==> src/rtl/rtc_irq_pkg.sv <==
package rtc_irq_pkg;
  localparam int DIV_STAGES = 15;
  localparam int RATE_W     = 4;
  localparam int NUM_SRC    = 3;

  // source vector order: [2] periodic, [1] alarm, [0] update-ended
  typedef struct packed {
    logic per;
    logic alm;
    logic upd;
  } src_vec_t;

  // chain bit that carries the stage for a rate code (code 0 is unused)
  function automatic int tap_index(input int code);
    if (code < 3) return code + 5;
    return code - 2;
  endfunction
endpackage

==> src/rtl/rtc_divider.sv <==
module rtc_divider #(
  parameter int STAGES = 15
) (
  input  logic              clk,
  input  logic              tick,
  input  logic [2:0]        ctl,
  output logic [STAGES-1:0] chain
);
  logic hold_rst, running;

  assign hold_rst = (ctl[2:1] == 2'b11);
  assign running  = (ctl == 3'b010);

  // not cleared by the block reset: the chain belongs to timekeeping
  always_ff @(posedge clk) begin
    if (hold_rst)
      chain <= '0;
    else if (running && tick)
      chain <= chain + 1'b1;
  end
endmodule

==> src/rtl/rtc_tap_sel.sv <==
module rtc_tap_sel
  import rtc_irq_pkg::*;
#(
  parameter int STAGES = 15,
  parameter int RW     = 4
) (
  input  logic              clk,
  input  logic [STAGES-1:0] chain,
  input  logic [RW-1:0]     rate,
  output logic              tap,
  output logic              tap_rise
);
  localparam int NCODES = 1 << RW;

  logic [NCODES-1:0] cand;
  logic              tap_q;

  for (genvar c = 0; c < NCODES; c++) begin : g_code
    if (c == 0 || tap_index(c) >= STAGES) begin : g_off
      assign cand[c] = 1'b0;
    end else begin : g_on
      assign cand[c] = chain[tap_index(c)];
    end
  end

  assign tap = cand[rate];

  always_ff @(posedge clk) tap_q <= tap;

  assign tap_rise = tap & ~tap_q;
endmodule

==> src/rtl/rtc_irq_flags.sv <==
module rtc_irq_flags
  import rtc_irq_pkg::*;
(
  input  logic     clk,
  input  logic     rst_n,
  input  src_vec_t evt,
  input  src_vec_t en,
  input  logic     rd,
  output src_vec_t flags,
  output logic     irqf
);
  src_vec_t held;
  logic     rd_q;

  always_ff @(posedge clk or negedge rst_n) begin
    if (!rst_n) begin
      flags <= '0;
      held  <= '0;
      rd_q  <= 1'b0;
    end else begin
      rd_q <= rd;
      if (rd) begin
        held <= held | evt;        // keep read data stable
      end else if (rd_q) begin
        flags <= held | evt;       // read done: clear, then apply hold-over
        held  <= '0;
      end else begin
        flags <= flags | evt;
      end
    end
  end

  assign irqf = |(flags & en);
endmodule

==> src/rtl/intr_rate_sqw_ctrl.sv <==
module intr_rate_sqw_ctrl
  import rtc_irq_pkg::*;
#(
  parameter int STAGES = DIV_STAGES,
  parameter int RW     = RATE_W
) (
  input  logic          clk,
  input  logic          rst_n,
  input  logic          tick_32k,
  input  logic [2:0]    div_ctl,
  input  logic [RW-1:0] rate_sel,
  input  logic          ctrl_we,
  input  logic [7:0]    ctrl_wdata,
  input  logic          alarm_evt,
  input  logic          upd_evt,
  input  logic          stat_rd,
  output logic [7:0]    stat_rdata,
  output logic          irq_od_low,
  output logic          sqw
);
  logic [STAGES-1:0] chain;
  logic              tap, tap_rise, sqwe, irqf;
  src_vec_t          en, evt, flags;

  rtc_divider #(.STAGES(STAGES)) u_div (
    .clk(clk), .tick(tick_32k), .ctl(div_ctl), .chain(chain)
  );

  rtc_tap_sel #(.STAGES(STAGES), .RW(RW)) u_tap (
    .clk(clk), .chain(chain), .rate(rate_sel), .tap(tap), .tap_rise(tap_rise)
  );

  always_ff @(posedge clk or negedge rst_n) begin
    if (!rst_n) begin
      en   <= '0;
      sqwe <= 1'b0;
    end else if (ctrl_we) begin
      en   <= '{per: ctrl_wdata[6], alm: ctrl_wdata[5], upd: ctrl_wdata[4]};
      sqwe <= ctrl_wdata[3];
    end
  end

  assign evt = '{per: tap_rise, alm: alarm_evt, upd: upd_evt};

  rtc_irq_flags u_flg (
    .clk(clk), .rst_n(rst_n), .evt(evt), .en(en), .rd(stat_rd),
    .flags(flags), .irqf(irqf)
  );

  assign stat_rdata = {irqf, flags.per, flags.alm, flags.upd, 4'b0000};
  assign irq_od_low = irqf;
  assign sqw        = sqwe & tap;
endmodule

==> config.mk <==
export PLATFORM = sky130hd
export DESIGN_NAME = intr_rate_sqw_ctrl
export DESIGN_NICKNAME = d
export VERILOG_FILES = /design/src/rtl/rtc_irq_pkg.sv /design/src/rtl/rtc_divider.sv /design/src/rtl/rtc_tap_sel.sv /design/src/rtl/rtc_irq_flags.sv /design/src/rtl/intr_rate_sqw_ctrl.sv
export SDC_FILE = /design/constraint.sdc
export NUM_CORES = 1
export LEC_CHECK = 0
export ABC_AREA = 1
export BUFFER_PORTS_ARGS = -buffer_cell sky130_fd_sc_hd__buf_2
export CAP_MARGIN = 10
export CORE_MARGIN = 3
export CORE_UTILIZATION = 25
export DETAILED_ROUTE_END_ITERATION = 12
export GPL_TIMING_DRIVEN = 1
export PLACE_DENSITY_LB_ADDON = 0.2
export SYNTH_ARGS = -nofsm -noshare
export SYNTH_HDL_FRONTEND = slang
export SYNTH_SLANG_ARGS = --single-unit
export TNS_END_PERCENT = 100
==> constraint.sdc <==
create_clock -name clk -period 1.5 [get_ports clk]
set_input_delay 0.075 -clock clk [delete_from_list [all_inputs] [get_ports clk]]
set_output_delay 0.075 -clock clk [all_outputs]
set_load 0.01 [all_outputs]
==> results.rst <==
.. list-table::
   :header-rows: 1

   * - Metric
     - Value
   * - Synth Flop Type
     - dfxtp_1
   * - Total clock sinks
     - 26
   * - Worst setup slack after layout
     - 0.108 ns
   * - Top area cells in the synthesized netlist
     - dfxtp_1, dfrtp_1, nand2_1
   * - Detailed Route Iter0 Violations
     - 71
   * - Max Clock Skew
     - 0.00285 ns
   * - Number of buffers on the longest clock path
     - 2
   * - Placed wire-length estimate after detailed placement
     - 2460 µm
   * - Nets@finish
     - 250
   * - Pre-CTS WS
     - between 0.15 and 0.2 ns
   * - Average wire length per cell after detail routing
     - 10.3 µm
   * - Part of the Yosys area used for sequential elements
     - 39.9%
   * - Top fanout value on the critical path
     - 5
   * - Fill cell instance count of the final layout
     - 619
   * - Post-Synthesis Cells
     - 200
   * - Class of the tightest hold or removal check
     - in -> reg
   * - Pins Over Slew Limit
     - 0
   * - Area taken by multi-input logic gates
     - roughly 700 µm²
   * - Reg clk slew, reported paths
     - ~0.090 ns
   * - Ports placed on the boundary
     - 32
   * - Antenna violations before repair
     - 0
   * - Number of warnings printed during yosys synthesis
     - 0
   * - Mux share of post-synthesis cell area
     - 2.34%
   * - Post-Synth XOR/XNOR Area
     - 2.43%
   * - I/O Buffers
     - 23
   * - Number of flops mapped to enable cells by yosys
     - 0
   * - Share of synthesized cell area in full adder, half adder and majority cells
     - 0.867%
   * - Avg Cell Area, Syn
     - 7.21 µm²
   * - Maximum number of pins on one net before global-route repair
     - 16
   * - Vias in the first global route
     - 1174
   * - Fin crit period
     - around 1.4 ns
   * - Global router's overall resource usage
     - 9.84%
   * - CP Class
     - reg -> out
   * - Total of endpoints with negative setup slack in the final report
     - 0
   * - Leakage Power
     - 0.758 nW
   * - Number of flip-flops and latches in the synthesized netlist
     - 26
   * - Element type at the critical path end
     - output port
   * - Fraction of the cycle the final worst path needs
     - between 90% and 100%
   * - Sequential cell area
     - 588 µm²
   * - Number of diodes added for antenna fixing
     - 0
   * - Unrepaired setup endpoints after global routing
     - false
   * - Post-synthesis cell type count
     - 27
   * - DR DRC count
     - 0
   * - Peak clock frequency supported by timing
     - 719 MHz
   * - 1st-pass router iterations
     - 4
   * - Floorplan die width
     - between 80 and 90 µm
   * - Area of the die
     - roughly 6700 µm²
   * - CTS Root Cell
     - clkbuf_8
   * - Startpoint of the most critical hold path
     - ctrl_wdata[3]
   * - Num rows
     - 27
   * - PwrDens
     - around 900 nW/µm²
   * - H-Tree Depth
     - 1
   * - Ys async rst share
     - a little over two fifths
   * - Total number of vias
     - 1285
   * - Element type at the critical path start
     - register
   * - Yosys top cell by area
     - dfxtp_1
   * - First-pass GRT wire length
     - 5190 µm
   * - Area fraction in compound gates after synthesis
     - around 11%
   * - Maximum VDD drop
     - 0.406 mV
   * - Top cell type's share of synthesized area
     - 20.8%
   * - Result of the run
     - completed
   * - Worst setup path startpoint
     - u_div.chain[3]
   * - Area delta synth->final
     - 20.3%
   * - CP required
     - 1.42 ns
   * - Setup_tns
     - 0 ns
   * - Die height
     - 82.0 µm
   * - WP data arrival
     - 1.32 ns
   * - Effective utilization at floorplan
     - 26.0%
   * - Routed wire length
     - roughly 3000 µm
   * - Area of the mapped netlist
     - 1440 µm²
   * - Core box area
     - 5540 µm²
   * - Final hold violations
     - 0
   * - Synthesized-area fraction occupied by and/or/nand/nor cells
     - 31.0%
   * - Max Cap Violations
     - 0
   * - Final weighted congestion in routability-driven placement
     - between 0.7 and 0.8
   * - Commonest cells in the netlist
     - nand2_1, inv_1, nand3_1, dfxtp_1, a21oi_1
   * - Total clock buffers created by CTS
     - 3
   * - Number of nets with antenna violations after detailed routing
     - 0
   * - Clock Latency Late Sink
     - 0.27 ns
   * - Reg2reg start
     - u_div.chain[1]
   * - Main combinational cell family by area after synthesis
     - simple AND/OR/NAND/NOR gates
   * - Global route total overflow
     - 0
   * - Share of cells above drive strength 1
     - 27.9%
   * - Routed via count divided by cell count
     - approximately 4.3
   * - Most used standard cell by instance count after synthesis
     - nand2_1
   * - CTS tree
     - built
final cells by class:
cell class | instances | share of cell area, %
tap | 72 | 5.19
clock inverter | 1 | 1.73
sequential | 26 | 33.9
clock buffer | 3 | 2.38
timing repair buffer | 26 | 8.22
multi-input combinational | 137 | 41.5
inverter | 33 | 7.14
layer usage:
| layer | vias to the layer above | share of wire (%) | wire (µm) | GRT usage (%) |
|---|---|---|---|---|
| met4 | 0 | 1.6 | 49 | 3.49 |
| met2 | 19 | 44 | 1350 | 14.5 |
| met3 | 5 | 3.2 | 98 | 1.64 |
| met5 | - | 0 | 0 | 0 |
| met1 | 576 | 51 | 1580 | 14.4 |
| li1 | 685 | - | - | - |
critical path, cell delays in order (launching register included):
cell and delay [ns]:
dfxtp_1 0.37, inv_2 0.08, nand2_1 0.06, nand3_1 0.07, nand3_1 0.08, nand3_1 0.10, a21oi_1 0.13, buf_2 0.15
power by group:
part / internal, mW / switching, mW / total [mW]
clock network: 0.357 / 0.231 / 0.588
registers: 0.737 / 0.0265 / 0.763
logic: 0.0896 / 0.121 / 0.210
flip-flops by register name (all words and copies together), names as in the netlist:
| signal | cells |
|---|---|
| u_flg.flags | 3 |
| u_tap.tap_q | 1 |
| u_div.chain | 14 |
| u_flg.rd_q | 1 |
| sqwe | 1 |
| u_flg.held | 3 |
| en | 3 |
layout by cell type, fill, tap and decap left out, drive strengths merged:
cell	netlist	layout
nand2	51	51
nor2	15	15
a21oi	14	14
o22ai	3	3
dlygate4sd3	0	2
mux2	3	3
conb	1	4
or2	1	1
dfrtp	11	11
bufinv	0	1
ha	1	1
buf	7	24
xor2	4	4
nand3	20	20
o21ai	13	13
nand4	4	4
clkbuf	0	3
inv	33	33
dfxtp	15	15
nor3	4	4
cell families (layout without fill, tap and decap cells):
family | Yosys count | after routing
buf+inv | 40 | 63
simple gates | 95 | 95
flops | 26 | 26
other cells | 1 | 4
fa+ha+maj | 1 | 1
compound gates | 30 | 30
xor+xnor | 4 | 4
mux | 3 | 3
stage by stage:
step	utilization, %	total power [mW]	hold WS [ns]	cell area [µm²]	std cells
floorplan	-	0.918	-0.221	1450	203
global placement	29.2	0.986	-0.0385	1620	292
detailed placement	29.2	0.987	-0.0395	1620	292
CTS	30.8	1.58	0.0229	1710	298
global route	31.3	1.65	0.0200	1740	298
finish	31.3	1.56	0.0199	1740	298
final timing paths:
check | endpoint | slack, ns | cells past startpoint
hold / removal | sqwe | 0.02 | 3
hold reg to reg | u_div.chain[11] | 0.48 | 2
min in group asynchronous | u_flg.flags[1] | 0.19 | 2
max in group asynchronous | sqwe | 1.10 | 2
setup / recovery | sqw | 0.11 | 7
setup reg to reg | u_div.chain[8] | 0.16 | 7
timing repair:
action / CTS / global route
hold buffers: 2 / 0
endpoints found under the setup margin: 0 / 2
buffers inserted: 0 / 0
hold endpoints to repair: 12 / 0
gates resized for setup: 0 / 14
Power figures use the tool's default switching activity.
